[src/rtl/char_io_pkg.sv]
package char_io_pkg;
    typedef enum logic [2:0] {
        REG_NONE  = 3'd0,
        REG_KSTAT = 3'd1,
        REG_KDATA = 3'd2,
        REG_DSTAT = 3'd3,
        REG_DDATA = 3'd4
    } cio_reg_e;
endpackage

[src/rtl/char_io_decode.sv]
module char_io_decode
    import char_io_pkg::*;
#(
    parameter int ADDR_W = 16,
    parameter logic [ADDR_W-1:0] KSTAT_ADDR = 'hFE00,
    parameter logic [ADDR_W-1:0] KDATA_ADDR = 'hFE02,
    parameter logic [ADDR_W-1:0] DSTAT_ADDR = 'hFE04,
    parameter logic [ADDR_W-1:0] DDATA_ADDR = 'hFE06
) (
    input  logic              bus_sel,
    input  logic [ADDR_W-1:0] bus_addr,
    output cio_reg_e          reg_sel,
    output logic              hit
);
    always_comb begin
        reg_sel = REG_NONE;
        if (bus_sel) begin
            if (bus_addr == KSTAT_ADDR)      reg_sel = REG_KSTAT;
            else if (bus_addr == KDATA_ADDR) reg_sel = REG_KDATA;
            else if (bus_addr == DSTAT_ADDR) reg_sel = REG_DSTAT;
            else if (bus_addr == DDATA_ADDR) reg_sel = REG_DDATA;
        end
        hit = (reg_sel != REG_NONE);
    end
endmodule

[src/rtl/char_io_key_port.sv]
module char_io_key_port #(
    parameter int CHAR_W = 8
) (
    input  logic              clk,
    input  logic              rst_n,
    input  logic              key_valid,
    input  logic [CHAR_W-1:0] key_char,
    input  logic              data_rd,
    input  logic              stat_wr,
    input  logic              ie_wdata,
    output logic              rdy,
    output logic              ie,
    output logic [CHAR_W-1:0] data
);
    typedef struct packed {
        logic              rdy;
        logic              ie;
        logic [CHAR_W-1:0] data;
    } key_state_t;

    key_state_t st_d, st_q;

    always_comb begin
        st_d = st_q;
        if (stat_wr) begin
            st_d.ie = ie_wdata;
        end
        if (st_q.rdy && data_rd) begin
            st_d.rdy = 1'b0;
        end else if (!st_q.rdy && key_valid) begin
            st_d.rdy  = 1'b1;
            st_d.data = key_char;
        end
    end

    always_ff @(posedge clk or negedge rst_n) begin
        if (!rst_n) begin
            st_q <= '0;
        end else begin
            st_q <= st_d;
        end
    end

    assign rdy  = st_q.rdy;
    assign ie   = st_q.ie;
    assign data = st_q.data;


    key_capture_chk: assert property (@(posedge clk) disable iff (!rst_n)
        (!rdy && key_valid) |=> (rdy && data == $past(key_char)));

    key_hold_chk: assert property (@(posedge clk) disable iff (!rst_n)
        (rdy && !data_rd) |=> (rdy && $stable(data)));

    key_clear_chk: assert property (@(posedge clk) disable iff (!rst_n)
        (rdy && data_rd) |=> !rdy);
endmodule

[src/rtl/char_io_disp_port.sv]
module char_io_disp_port #(
    parameter int CHAR_W = 8
) (
    input  logic              clk,
    input  logic              rst_n,
    input  logic              data_wr,
    input  logic [CHAR_W-1:0] wchar,
    input  logic              stat_wr,
    input  logic              ie_wdata,
    input  logic              done,
    output logic              rdy,
    output logic              ie,
    output logic              strobe,
    output logic [CHAR_W-1:0] out_char
);
    typedef struct packed {
        logic              rdy;
        logic              ie;
        logic              strobe;
        logic [CHAR_W-1:0] chr;
    } disp_state_t;

    disp_state_t st_d, st_q;

    always_comb begin
        st_d        = st_q;
        st_d.strobe = 1'b0;
        if (stat_wr) begin
            st_d.ie = ie_wdata;
        end
        if (st_q.rdy && data_wr) begin
            st_d.rdy    = 1'b0;
            st_d.strobe = 1'b1;
            st_d.chr    = wchar;
        end else if (!st_q.rdy && done) begin
            st_d.rdy = 1'b1;
        end
    end

    always_ff @(posedge clk or negedge rst_n) begin
        if (!rst_n) begin
            st_q     <= '0;
            st_q.rdy <= 1'b1;
        end else begin
            st_q <= st_d;
        end
    end

    assign rdy      = st_q.rdy;
    assign ie       = st_q.ie;
    assign strobe   = st_q.strobe;
    assign out_char = st_q.chr;


    disp_send_chk: assert property (@(posedge clk) disable iff (!rst_n)
        (rdy && data_wr) |=> (strobe && !rdy && out_char == $past(wchar)));

    disp_drop_chk: assert property (@(posedge clk) disable iff (!rst_n)
        !rdy |=> (!strobe && $stable(out_char)));

    disp_done_chk: assert property (@(posedge clk) disable iff (!rst_n)
        (!rdy && done) |=> rdy);
endmodule

[src/rtl/char_io_ports.sv]
module char_io_ports
    import char_io_pkg::*;
#(
    parameter int ADDR_W = 16,
    parameter int DATA_W = 16,
    parameter int CHAR_W = 8,
    parameter logic [ADDR_W-1:0] KSTAT_ADDR = 'hFE00,
    parameter logic [ADDR_W-1:0] KDATA_ADDR = 'hFE02,
    parameter logic [ADDR_W-1:0] DSTAT_ADDR = 'hFE04,
    parameter logic [ADDR_W-1:0] DDATA_ADDR = 'hFE06
) (
    input  logic              clk,
    input  logic              rst_n,
    input  logic              bus_sel,
    input  logic              bus_we,
    input  logic [ADDR_W-1:0] bus_addr,
    input  logic [DATA_W-1:0] bus_wdata,
    output logic [DATA_W-1:0] bus_rdata,
    output logic              bus_hit,
    input  logic              key_valid,
    input  logic [CHAR_W-1:0] key_char,
    output logic [CHAR_W-1:0] disp_char,
    output logic              disp_strobe,
    input  logic              disp_done,
    output logic              irq_key,
    output logic              irq_disp
);
    localparam int RDY_BIT = DATA_W - 1;
    localparam int IE_BIT  = DATA_W - 2;
    localparam int PAD_W   = DATA_W - CHAR_W;

    cio_reg_e reg_sel;
    logic     k_rdy, k_ie, d_rdy, d_ie;
    logic [CHAR_W-1:0] k_data;
    logic     wdata_unused;

    assign wdata_unused = &{1'b0, bus_wdata[RDY_BIT], bus_wdata[IE_BIT-1:CHAR_W]};

    char_io_decode #(
        .ADDR_W(ADDR_W), .KSTAT_ADDR(KSTAT_ADDR), .KDATA_ADDR(KDATA_ADDR),
        .DSTAT_ADDR(DSTAT_ADDR), .DDATA_ADDR(DDATA_ADDR)
    ) u_dec (
        .bus_sel (bus_sel),
        .bus_addr(bus_addr),
        .reg_sel (reg_sel),
        .hit     (bus_hit)
    );

    char_io_key_port #(.CHAR_W(CHAR_W)) u_key (
        .clk      (clk),
        .rst_n    (rst_n),
        .key_valid(key_valid),
        .key_char (key_char),
        .data_rd  (reg_sel == REG_KDATA && !bus_we),
        .stat_wr  (reg_sel == REG_KSTAT && bus_we),
        .ie_wdata (bus_wdata[IE_BIT]),
        .rdy      (k_rdy),
        .ie       (k_ie),
        .data     (k_data)
    );

    char_io_disp_port #(.CHAR_W(CHAR_W)) u_disp (
        .clk     (clk),
        .rst_n   (rst_n),
        .data_wr (reg_sel == REG_DDATA && bus_we),
        .wchar   (bus_wdata[CHAR_W-1:0]),
        .stat_wr (reg_sel == REG_DSTAT && bus_we),
        .ie_wdata(bus_wdata[IE_BIT]),
        .done    (disp_done),
        .rdy     (d_rdy),
        .ie      (d_ie),
        .strobe  (disp_strobe),
        .out_char(disp_char)
    );

    always_comb begin
        bus_rdata = '0;
        unique case (reg_sel)
            REG_KSTAT: begin
                bus_rdata[RDY_BIT] = k_rdy;
                bus_rdata[IE_BIT]  = k_ie;
            end
            REG_KDATA: bus_rdata = {{PAD_W{1'b0}}, k_data};
            REG_DSTAT: begin
                bus_rdata[RDY_BIT] = d_rdy;
                bus_rdata[IE_BIT]  = d_ie;
            end
            REG_DDATA: bus_rdata = {{PAD_W{1'b0}}, disp_char};
            default:   bus_rdata = '0;
        endcase
    end

    assign irq_key  = k_rdy & k_ie;
    assign irq_disp = d_rdy & d_ie;


    miss_quiet_chk: assert property (@(posedge clk) disable iff (!rst_n)
        !bus_hit |-> (bus_rdata == '0));

    stat_low_zero_chk: assert property (@(posedge clk) disable iff (!rst_n)
        (reg_sel == REG_KSTAT || reg_sel == REG_DSTAT) |-> (bus_rdata[IE_BIT-1:0] == '0));

    kstat_wr_chk: assert property (@(posedge clk) disable iff (!rst_n)
        (reg_sel == REG_KSTAT && bus_we) |=> (k_ie == $past(bus_wdata[IE_BIT])));
endmodule

[config.mk]
export PLATFORM = sky130hd
export DESIGN_NAME = char_io_ports
export DESIGN_NICKNAME = d
export VERILOG_FILES = /design/src/rtl/char_io_pkg.sv /design/src/rtl/char_io_decode.sv /design/src/rtl/char_io_key_port.sv /design/src/rtl/char_io_disp_port.sv /design/src/rtl/char_io_ports.sv
export SDC_FILE = /design/constraint.sdc
export NUM_CORES = 1
export LEC_CHECK = 0
export ABC_AREA = 1
export BUFFER_PORTS_ARGS = -buffer_cell sky130_fd_sc_hd__buf_4
export CAP_MARGIN = 20
export CORE_ASPECT_RATIO = 0.75
export CORE_UTILIZATION = 40
export CTS_CLUSTER_DIAMETER = 60
export CTS_CLUSTER_SIZE = 28
export DETAILED_ROUTE_END_ITERATION = 8
export GPL_TIMING_DRIVEN = 1
export HOLD_SLACK_MARGIN = 0.06
export PLACE_DENSITY = 0.75
export SETUP_SLACK_MARGIN = 0.3
export SLEW_MARGIN = 40
export SYNTH_ARGS = -nofsm -noshare
export SYNTH_HDL_FRONTEND = slang
export SYNTH_SLANG_ARGS = --single-unit
[constraint.sdc]
create_clock -name clk -period 1.2 [get_ports clk]
set_input_delay 0.12 -clock clk [delete_from_list [all_inputs] [get_ports clk]]
set_output_delay 0.12 -clock clk [all_outputs]
set_load 0.005 [all_outputs]
* After elaboration in Yosys (flattened, before gate mapping)
Index checks and enable logic that the tools add are counted.
W data, S select, Z words.
** Cells by class
- Reductions and logical operators :: 15
- Multiplexer cells :: 12
- Bitwise operators :: 3
- Eq/ne operators :: 8
** Operators with widths (count)
- $eq A16 B16 Y1 const B :: 4
- $pmux W8 S2 :: 1
- $mux W3 :: 5
- $mux W9 :: 1
- $logic_and A1 B1 Y1 :: 8
- $eq A3 B2 Y1 const B :: 2
- $mux W1 :: 4
- $pmux W2 S2 :: 1
- $reduce_bool A2 Y1 :: 2
- $eq A3 B1 Y1 const B :: 1
- $eq A3 B3 Y1 const B :: 1
- $logic_not A1 Y1 :: 3
- $reduce_bool A3 Y1 :: 1
- $and A1 B1 Y1 :: 2
- $reduce_and A2 Y1 :: 1
- $not A1 Y1 :: 1
** Word-level totals
- Logic and storage cells :: 45
- Input bits :: 46
- Output and inout bits :: 28
- Register bits after elaboration :: 21

* Longest topological paths before layout
Gate-level depths: netlist of run 1.
- Depth in word-level cells :: 11
- Gate-level depth with buffers :: 11
- Mapped depth without buffers :: 10

* By module
Synthesis of run 1 repeated with hierarchy kept, for this count alone.
** Second synthesis, totals
- Cell total of the unflattened synthesis :: 195
- Area, all modules :: 1433.9 um^2
** By module, submodules not included
- char_io_disp_port :: seq. area each 276.5 um^2, instances 1, cells each 44, area an instance 445.4 um^2
- char_io_key_port :: seq. area each 250.2 um^2, instances 1, cells each 41, area an instance 409.1 um^2
- char_io_ports :: seq. area each 0.0 um^2, instances 1, cells each 58, area an instance 329.1 um^2
- char_io_decode :: seq. area each 0.0 um^2, instances 1, cells each 52, area an instance 250.2 um^2

* Worst setup path before layout of run 1
Ideal clock, no wire load.
- Path type :: input -> register
- Start point :: in bus_addr[12]
- End point :: reg u_key.st_q (netlist bit u_key.rdy)
- Data arrival time :: 0.989 ns
- Setup time :: 0.129 ns
- Required time :: 1.071 ns
- Stages on the path :: 10
- Setup slack :: 0.082 ns
- Cells stage by stage :: nand2_1 -> nor2_2 -> nand3_2 -> nor2_4 -> buf_8 -> nand2_4 -> nor2_8 -> nand2_2 -> nand2_1 -> nand2_1
** On the way
- Longest elaborated chain between the ends :: 10
** RTL lines
- start: declaration :: line char_io_ports.sv:16 : input logic [ADDR_W-1:0] bus_addr,
- $eq A16 B16 Y1 :: line char_io_decode.sv:21 : else if (bus_addr == DDATA_ADDR) reg_sel = REG_DDATA;
- $mux W3 :: line char_io_decode.sv:21
- $mux W3 :: line char_io_decode.sv:20 : else if (bus_addr == DSTAT_ADDR) reg_sel = REG_DSTAT;
- $mux W3 :: line char_io_decode.sv:19 : else if (bus_addr == KDATA_ADDR) reg_sel = REG_KDATA;
- $mux W3 * :: line char_io_decode.sv:18 : if (bus_addr == KSTAT_ADDR) reg_sel = REG_KSTAT;
- $mux W3 * :: line char_io_decode.sv:17 : if (bus_sel) begin
- $eq A3 B2 Y1 * :: line char_io_ports.sv:54 : .data_rd (reg_sel == REG_KDATA && !bus_we),
- $logic_and A1 B1 Y1 * :: line char_io_ports.sv:54
- $logic_and A1 B1 Y1 * :: line char_io_key_port.sv:28 : if (st_q.rdy && data_rd) begin
- $mux W1 or $reduce_bool A2 Y1 (tied branches)
- end signal: assignment :: line char_io_key_port.sv:40 : st_q <= st_d;
- end: declaration :: line char_io_key_port.sv:21 : key_state_t st_d, st_q;
Every way passes the cells marked *; elsewhere a longest branch is shown, timed or not.
A chain may end at the register's enable or synchronous reset.

* Worst setup path in the final report of run 1
- Start point :: in bus_addr[12]
- End point :: out bus_rdata[7]
** On the way
- Longest elaborated chain between the ends :: 8
** RTL lines
- $eq A16 B16 Y1 :: line char_io_decode.sv:21
- $mux W3 :: line char_io_decode.sv:21
- $mux W3 :: line char_io_decode.sv:20
- $mux W3 :: line char_io_decode.sv:19
- $mux W3 * :: line char_io_decode.sv:18
- $mux W3 * :: line char_io_decode.sv:17
- $eq A3 B3 Y1 or $eq A3 B2 Y1 (tied branches) :: line char_io_ports.sv:78 : unique case (reg_sel)
- $pmux W8 S2 * :: line char_io_ports.sv:78
- end: declaration :: line char_io_ports.sv:18 : output logic [DATA_W-1:0] bus_rdata,
Marks and branches as above.

==> results of run 1 <==
==> power by group through the flow <==
stage | Combinational, uW | Clock (uW) | Sequential, uW
floorplan | 158 | 0 | 858
global placement | 285 | 0 | 875
detailed placement | 293 | 0 | 876
CTS | 422 | 479 | 868
global route | 503 | 523 | 903
finish | 474 | 480 | 895
==> per-stage QoR <==
step	instances	total power (uW)	instance area [um^2]	worst slack (ps)
6_report	294	1849	2597	-213.7
5_1_grt	294	1929	2597	-243.7
4_1_cts	284	1769	2330	-38.26
3_5_place_dp	257	1169	1844	-133.3
3_3_place_gp	257	1161	1844	-121.6
2_1_floorplan	158	1016	1334	109.9
==> worst register-to-register path, stage by stage, from the launching register on <==
cell and delay (ps):
dfstp_2 580, buf_6 130, nand4_4 180, clkinv_4 150, nand2_2 60, nand2_1 90
==> cell usage in the layout (no fill, tap or decap), types with 3 or more instances in the layout <==
master,count
conb_1,6
inv_1,10
dlygate4sd3_1,10
buf_6,28
mux2_4,8
nand3_2,8
nor2_1,3
dfrtp_1,19
nor2_4,14
nand2_4,9
buf_4,54
nand2_1,28
nand2_2,25
clkbuf_8,3
==> layer usage <==
layer	track usage, %	wire (um)	up-vias
met5	0	0	-
met4	8.865	125	0
met3	6.591	296	17
met2	48.30	2544	62
met1	34.86	2264	743
li1	-	-	683
==> logic make-up (layout without fill, tap and decap cells) <==
kind of cell           Yosys count  count (layout)  share of synthesized area (%)
buffers and inverters           23             118                          10.03
multiplexers                     8               8                          7.222
AO/OA/AOI/OAI                    6               6                          2.708
AND/OR/NAND/NOR                 94              97                          37.51
flip-flops                      21              21                          42.23
other                            1               6                         0.3006
==> sequential cells by signal, indices dropped and copies added, names as in the netlist <==
name / flops
u_disp.out_char: 8
u_key.ie: 1
u_disp.rdy: 1
u_key.data: 8
u_key.rdy: 1
u_disp.ie: 1
u_disp.strobe: 1
==> path summary, 6_finish.rpt <==
kind / startpoint / endpoint / slack (ps) / depth (start not counted)
worst min-delay path: key_char[2] / u_key.data[2] / 80 / 2
max in group asynchronous: rst_n / u_disp.rdy / 660 / 2
min in group asynchronous: rst_n / u_disp.ie / 270 / 2
worst max register to register: u_disp.rdy / u_disp.out_char[0] / -50 / 5
worst min register to register: u_key.data[2] / u_key.data[2] / 530 / 1
worst max-delay path: bus_addr[12] / bus_rdata[7] / -210 / 10
==> area by class of cell <==
class | count | area, um^2 | area share (%)
Timing Repair Buffer | 97 | 915.9 | 35.26
Timing Repair inverter | 1 | 8.758 | 0.3372
Tap cell | 38 | 47.55 | 1.830
Inverter | 16 | 87.58 | 3.372
Clock buffer | 3 | 41.29 | 1.590
Multi-Input combinational cell | 117 | 960.9 | 36.99
Clock inverter | 1 | 7.507 | 0.2890
Sequential cell | 21 | 528.0 | 20.33
==> repair_timing <==
| action | in CTS | in global routing |
|---|---|---|
| resized for setup | 62 | 46 |
| setup buffers | 10 | 8 |
| hold buffers | 9 | 1 |
| pin swaps | 17 | 27 |
| setup endpoints to repair | 42 | 43 |
| cloned | 4 | 1 |
| hold endpoints to repair | 29 | 1 |
==> flow_summary.json, run 1 <==
{
  "cp_num_buf_inv": 2,
  "power_switching_uw": 511.7,
  "rsz0062_at_grt": "true",
  "start_util_pct": 42.19,
  "die_h_um": 50.36,
  "crit_path_top_delay_cell": "nor2_4",
  "totalWireLength_um": 5230,
  "die_area_um2": 3348,
  "via_per_inst": 5.119,
  "grt_max_degree": 22,
  "fp-row-count": 17,
  "synth_flop_cell": "dfrtp_1",
  "crit_top_cell": "nor2_4",
  "p_clk_share_pct": 26.0,
  "nFillCells": 137,
  "insertion_delay_ps": 260,
  "seq_area_frac_synth_pct": 42.23,
  "cts_root_buffer": "clkbuf_8",
  "antenna_found_initial": 0,
  "clock.fmax_mhz": 707.4,
  "synth.avg_cell_area_um2": 8.153,
  "die_x_um": 66.49,
  "leakagePower_uw": 0.001324,
  "async_flop_share_pct": 100.0,
  "crit_family": "simple AND/OR/NAND/NOR gates",
  "drive_above_1_share_pct": 69.14,
  "hp-class": "in -> reg",
  "layout_min_cycle_time_ps": 1414,
  "dr_total_vias": 1505,
  "synth.area.top_cells": "dfrtp_1 (40%), nand2_1 (17%), mux2_2 (7.2%)",
  "grt_pass1_vias": 1407,
  "cp-end-kind": "output pin",
  "drv_slew": 0,
  "finalClockSkew_ps": 2.268,
  "synth-edff-count": 0,
  "critPathMaxFanout": 4,
  "ant_nets": 0,
  "fin_tns_setup_ps": -1716,
  "track_usage_pct": 28.16,
  "post-synth-top-count-cell": "nand2_1",
  "first_pass_iters": 4,
  "power_frac_comb_pct": 25.6,
  "vdd_ir_drop_max_uv": 968.7,
  "area_delta_synth_final_pct": 108.2,
  "cp.arrival_ps": 1290,
  "netSwitchingFraction_pct": 27.68,
  "synth_common_cells": "nand2_1 (57), dfrtp_1 (20), inv_1 (15)",
  "netlist_area_um2": 1247,
  "violations": "setup timing",
  "ioPinCount": 74,
  "gp_congestion": 0.7428,
  "clk_pin_slew_ps": 80,
  "synth.top_cell.area_share_pct": 40.12,
  "intPower_uw": 1337,
  "ys_ff_latch": 21,
  "layout_setup_ws_ps": -213.7,
  "cts_buffers": 3,
  "post-route-util_pct": 87.85,
  "clk_path_buf_depth": 2,
  "synth_largest_area_cell": "dfrtp_1",
  "syn_inst": 153,
  "cts.sinks": 21,
  "overflow": 0,
  "synth_cell_types": 25,
  "setup_viol": 14,
  "drtIter0Drc": 102,
  "cp.required_ps": 1080,
  "critPathLaunchType": "input port",
  "power_density_nw_per_um2": 711.8,
  "fin_crit_sh_pct": 117.8,
  "core_um2": 2957,
  "numPortBuffers": 60,
  "antenna_cells": 0,
  "cts_tree": "built",
  "worstSetupPathType": "in -> out",
  "cp_cell_sequence": "buf_4, nand2_4, nor2_4, nand3_2, nor2_4, nand2_4, nor2_4, nand2_2, nand2_1, buf_4",
  "htreeDepth": 1,
  "drc": 0,
  "hpwl_um": 2370,
  "grt_pass1_wl_um": 6858,
  "status": "finished with violations",
  "post_drt_wl_per_cell_um": 17.79,
  "max_stage_delay_ps": 200,
  "finalHoldViolCount": 0,
  "whs_ps": 81.12,
  "yosys_warnings": 0,
  "nNetsFinal": 303,
  "p_seq_share_pct": 48.4,
  "cap_violations": 0
}
No activity file was read; power rests on OpenSTA's default activity.
==> run 2: changes to the inputs <==
--- a/config.mk
+++ b/config.mk
@@ -16,6 +16,7 @@
 export GPL_TIMING_DRIVEN = 1
 export HOLD_SLACK_MARGIN = 0.06
 export PLACE_DENSITY = 0.75
+export RECOVER_POWER = 50
 export SETUP_SLACK_MARGIN = 0.3
 export SLEW_MARGIN = 40
 export SYNTH_ARGS = -nofsm -noshare
==> run 2 against run 1 <==
  * The flow still finishes with violations (setup timing)
  * Core utilization decreased by 0.13 points
  * Largest cell class unchanged
  * Setup slack improved by 2.6 ps
  * Largest power group unchanged
  * First-iteration DRC count increased by 4.9%
  * Wire length decreased by 0.36%
  * Count of clock-buffer cells in the layout unchanged
  * Critical endpoint unchanged
  * Clock power about the same
  * Clock skew about the same
  * Combinational power about the same
  * Global-route usage unchanged
  * Critical path type unchanged
  * Sequential share of layout area about the same
  * Sequential power about the same
==> flow_summary.json, run 2 (synthesis gave the netlist of run 1 again) <==
{
  "clk_path_buf_depth": 2,
  "crit_family": "simple AND/OR/NAND/NOR gates",
  "gp_congestion": 0.7428,
  "cts.sinks": 21,
  "die_area_um2": 3348,
  "grt_pass1_vias": 1407,
  "cp.arrival_ps": 1290,
  "power_density_nw_per_um2": 712.3,
  "start_util_pct": 42.19,
  "regArea_um2": 528.0,
  "stdcell_count": 294,
  "crit_path_top_delay_cell": "nor2_4",
  "setup_viol": 14,
  "via_per_inst": 5.119,
  "stdcell_area_um2": 2594,
  "overflow": 0,
  "relSlewSlack_pct": 64.68,
  "track_usage_pct": 28.16,
  "clk_pin_slew_ps": 80,
  "fin_crit_sh_pct": 117.6,
  "worstSetupPathType": "in -> out",
  "place_area_um2": 1844,
  "final_cell_mix": "buf_4 (53), nand2_1 (28), buf_6 (27)",
  "cts_root_buffer": "clkbuf_8",
  "finalClockSkew_ps": 2.244,
  "cp_cell_sequence": "buf_4, nand2_4, nor2_4, nand3_2, nor2_4, nand2_4, nor2_4, nand2_2, nand2_1, buf_4",
  "drc": 0,
  "cp_num_buf_inv": 2,
  "hpwl_um": 2370,
  "htreeDepth": 1,
  "multi_input_area_um2": 960.9,
  "post_drt_wl_per_cell_um": 17.72,
  "nNetsFinal": 303,
  "status": "finished with violations",
  "ant_nets": 0,
  "critPathMaxFanout": 4,
  "die_x_um": 66.49,
  "antenna_cells": 0,
  "busiest_layer": "met2",
  "grt_pass1_wl_um": 6858,
  "finalHoldViolCount": 0,
  "area_delta_synth_final_pct": 107.9,
  "numPortBuffers": 60,
  "nFillCells": 137,
  "tightestPinTransition_ps": 529.8,
  "violations": "setup timing",
  "vdd_ir_drop_max_uv": 967.8,
  "drtIter0Drc": 107,
  "core_um2": 2957,
  "final_common_cell": "buf_4",
  "cp-end-kind": "output pin",
  "insertion_delay_ps": 260,
  "drv_slew": 0,
  "dr_total_vias": 1505,
  "grt_use_met3_pct": 6.591,
  "fp-row-count": 17,
  "hp-class": "in -> reg",
  "totalWireLength_um": 5211,
  "drive_above_1_share_pct": 68.75,
  "cts_tree": "built",
  "cap_violations": 0,
  "ioPinCount": 74,
  "use_met1_pct": 34.86,
  "globalRouteMet2Util_pct": 48.30,
  "rsz0062_at_grt": "true",
  "leakagePower_uw": 0.001320,
  "layout_min_cycle_time_ps": 1411,
  "layout_setup_ws_ps": -211.1,
  "crit_top_cell": "nor2_4",
  "cp.required_ps": 1080,
  "antenna_found_initial": 0,
  "placed_cells": 257,
  "first_pass_iters": 4,
  "grt_max_degree": 22,
  "cts_buffers": 3,
  "clock.fmax_mhz": 708.7,
  "critPathLaunchType": "input port",
  "max_stage_delay_ps": 210,
  "die_h_um": 50.36,
  "whs_ps": 81.17
}
-- run 2: cell types whose count changed in the layout (fill, tap and decap cells not counted), sizes merged --
cell,change
clkbuf,+1
buf,-2
clkdlybuf4s25,+1
-- run 2: final timing paths --
check | from | to | slack [ps] | cells past startpoint
worst max register to register | u_disp.rdy | u_disp.out_char[0] | -50 | 5
worst max-delay path | bus_addr[12] | bus_rdata[7] | -210 | 10
max in group asynchronous | rst_n | u_disp.out_char[0] | 460 | 2
worst min register to register | u_key.data[2] | u_key.data[2] | 530 | 1
worst min-delay path | key_char[2] | u_key.data[2] | 80 | 2
min in group asynchronous | rst_n | u_disp.ie | 360 | 2
-- run 2: what timing repair did --
| item | 4_1_cts | 5_1_grt |
|---|---|---|
| hold endpoints to repair | 29 | 1 |
| endpoints found under the setup margin | 42 | 43 |
| buffers inserted | 10 | 8 |
| hold buffers | 9 | 1 |
| gates resized for setup | 62 | 46 |
| gates cloned | 4 | 1 |
| pin swaps | 17 | 27 |
-- run 2: per-layer routing --
metal | part of all wire, % | up-vias
li1 | - | 681
met1 | 43 | 739
met2 | 48 | 66
met3 | 6.1 | 19
met4 | 2.9 | 0
met5 | 0 | -
-- run 2: worst reg2reg max path, delay by kind of cell, from the launching register on --
kind,cells,cell delay [ps]
simple gates,3,330
flops,1,580
buf+inv,2,280
-- run 2: final cells by class --
cell class | instances | area share, %
Timing Repair inverter | 1 | 0.3377
Tap cell | 38 | 1.833
Timing Repair Buffer | 97 | 35.17
Multi-Input combinational cell | 117 | 37.05
Sequential cell | 21 | 20.36
Clock inverter | 1 | 0.2894
Clock buffer | 3 | 1.592
Inverter | 16 | 3.377
-- run 2: report_power, final --
part / leakage, uW / internal, uW / switching [uW]
logic: 0.00104 / 292 / 181
clock network: 0.0000217 / 235 / 245
registers: 0.000261 / 810 / 85.9
-- run 2: stage by stage --
step           setup slack, ps  power [uW]  utilization (%)  setup TNS [ps]
3_5_place_dp            -133.3        1169            62.38           -1826
4_1_cts                 -38.26        1769            78.80          -246.5
2_1_floorplan            109.9        1016                -               0
3_3_place_gp            -121.6        1161            62.38           -1568
5_1_grt                 -243.7        1928            87.73           -2489
6_report                -211.1        1848            87.73           -1692
==> run 3: changes to the inputs <==
--- a/config.mk
+++ b/config.mk
@@ -10,12 +10,11 @@
 export CAP_MARGIN = 20
 export CORE_ASPECT_RATIO = 0.75
 export CORE_UTILIZATION = 40
-export CTS_CLUSTER_DIAMETER = 60
 export CTS_CLUSTER_SIZE = 28
 export DETAILED_ROUTE_END_ITERATION = 8
 export GPL_TIMING_DRIVEN = 1
 export HOLD_SLACK_MARGIN = 0.06
-export PLACE_DENSITY = 0.75
+export PLACE_DENSITY = 0.74
 export RECOVER_POWER = 50
 export SETUP_SLACK_MARGIN = 0.3
 export SLEW_MARGIN = 40
==> run 3 against run 2 <==
  * The flow still finishes with violations (setup timing)
  * Critical path depth down 1
  * Highest routed layer unchanged
  * Global-route usage up 1.1 points
  * Non-clock buffer count down 1
  * Largest power group unchanged
  * Maximum frequency up 7.0%
  * Critical endpoint is now bus_rdata[1]
  * Combinational power up 3%
  * Via count down 0.13%
==> flow_summary.json, run 3 (synthesis gave the netlist of run 1 again) <==
{
  "r2r_cells": 5,
  "cap_violations": 0,
  "relSlewSlack_pct": 63.50,
  "dp_slack_ps": -185.4,
  "place_area_um2": 1852,
  "ant_nets": 0,
  "power_density_nw_per_um2": 727.4,
  "final_common_cell": "buf_4",
  "hpwl_um": 2593,
  "rsz0062_at_grt": "true",
  "netSwitchingFraction_pct": 27.37,
  "drv_slew": 0,
  "ioPinCount": 74,
  "cts_buffers": 3,
  "nNetsFinal": 302,
  "power_switching_uw": 507.5,
  "intPower_uw": 1346,
  "post_drt_wl_per_cell_um": 16.89,
  "status": "finished with violations",
  "cp_num_buf_inv": 4,
  "clock.fmax_mhz": 758.0,
  "fin_crit_sh_pct": 109.9,
  "drc": 0,
  "cp_num_cells": 9,
  "track_usage_pct": 29.22,
  "final_cell_mix": "buf_4 (54), nand2_1 (31), buf_6 (22)",
  "finalClockSkew_ps": 1.343,
  "stdcell_area_um2": 2549,
  "core_um2": 2957,
  "dr_total_vias": 1503,
  "violations": "setup timing",
  "totalWireLength_um": 4950,
  "tightestPinTransition_ps": 547.5,
  "setup_viol": 19,
  "placed_cells": 258,
  "power_uw": 1854,
  "cp.required_ps": 1080,
  "numPortBuffers": 60,
  "stdcell_count": 293,
  "p_clk_share_pct": 26.4,
  "cts_tree": "built",
  "first_pass_iters": 4,
  "worstSetupPathType": "in -> out",
  "antenna_cells": 0,
  "leakagePower_uw": 0.001317,
  "die_area_um2": 3348,
  "critPathMaxFanout": 9,
  "crit_family": "simple AND/OR/NAND/NOR gates",
  "layout_setup_ws_ps": -119.2,
  "grt_pass1_vias": 1407,
  "holdPathStages": 2,
  "cts.sinks": 21,
  "overflow": 0,
  "nFillCells": 158,
  "p_seq_share_pct": 47.4,
  "area_delta_synth_final_pct": 104.3,
  "start_util_pct": 42.19,
  "antenna_found_initial": 0,
  "critPathLaunchType": "input port",
  "cts_root_buffer": "clkbuf_8",
  "clk_pin_slew_ps": 80,
  "via_per_inst": 5.130,
  "drive_above_1_share_pct": 65.10,
  "whs_ps": 81.30,
  "hp-class": "in -> reg",
  "cp-end-kind": "output pin",
  "insertion_delay_ps": 260,
  "clk_path_buf_depth": 2,
  "drtIter0Drc": 76,
  "max_stage_delay_ps": 160,
  "cp.arrival_ps": 1200,
  "grt_max_degree": 22,
  "power_frac_comb_pct": 26.2,
  "layout_min_cycle_time_ps": 1319,
  "fp-row-count": 17,
  "crit_path_top_delay_cell": "buf_4",
  "grt_pass1_wl_um": 7155,
  "die_h_um": 50.36,
  "die_x_um": 66.49,
  "vdd_ir_drop_max_uv": 660.7,
  "cp_cell_sequence": "buf_8, nor2_4, nand2_4, buf_4, nor2_4, buf_12, nand3_1, nand2_2, buf_4",
  "htreeDepth": 1,
  "finalHoldViolCount": 0,
  "gp_congestion": 0.7693
}
## run 3: cell count changes in the layout (fill, tap and decap cells not counted), moves of 2 or more
cell | before | now
nand3_2 | 8 | 3
buf_8 | 2 | 4
nand3_1 | 2 | 8
inv_1 | 10 | 8
nand2_1 | 28 | 31
buf_12 | 2 | 4
nand2_2 | 25 | 21
buf_6 | 27 | 22
## run 3: power groups by stage
| stage | combinational, uW | clock [uW] | sequential (uW) |
|---|---|---|---|
| global route | 516 | 536 | 889 |
| global placement | 283 | 0 | 868 |
| detailed placement | 300 | 0 | 873 |
| CTS | 412 | 489 | 865 |
| finish | 485 | 489 | 879 |
| floorplan | 158 | 0 | 858 |
## run 3: final cells by class
cell class                      count  area, um^2  area share (%)
Inverter                           16       90.09           3.535
Clock buffer                        3       41.29           1.620
Clock inverter                      1       7.507          0.2946
Tap cell                           38       47.55           1.865
Timing Repair inverter              1       8.758          0.3436
Multi-Input combinational cell    117       918.4           36.03
Timing Repair Buffer               96       908.4           35.64
Sequential cell                    21       526.8           20.67
## run 3: worst paths after layout
check,slack (ps),startpoint,to
min reg2reg,520,u_key.data[0],u_key.data[0]
max in group asynchronous,460,rst_n,u_disp.rdy
min in group asynchronous,370,rst_n,u_disp.ie
max,-120,bus_addr[5],bus_rdata[1]
max reg2reg,-50,u_disp.rdy,u_disp.out_char[6]
min,80,key_char[3],u_key.data[3]
## run 3: stage by stage
stage / setup TNS, ps / utilization, %
final: -1164 / 86.20
after global routing: -1966 / 86.20
after CTS: -396.9 / 80.28
after detailed placement: -2732 / 62.63
after global placement: -1684 / 62.63
after floorplan: 0 / -
## run 3: per-layer routing
layer	part of all wire, %	up-vias	track usage [%]
met5	0	-	0
met4	1.8	0	6.738
met3	6.6	14	6.364
met2	50	75	51.70
met1	41	737	36.09
li1	-	677	-
## run 3: what timing repair did
item,4_1_cts,5_1_grt
pin swaps,20,11
hold buffers,9,1
gates cloned,4,0
endpoints found under the setup margin,42,43
hold endpoints to repair,29,1
setup buffers,11,6
resized for setup,70,29
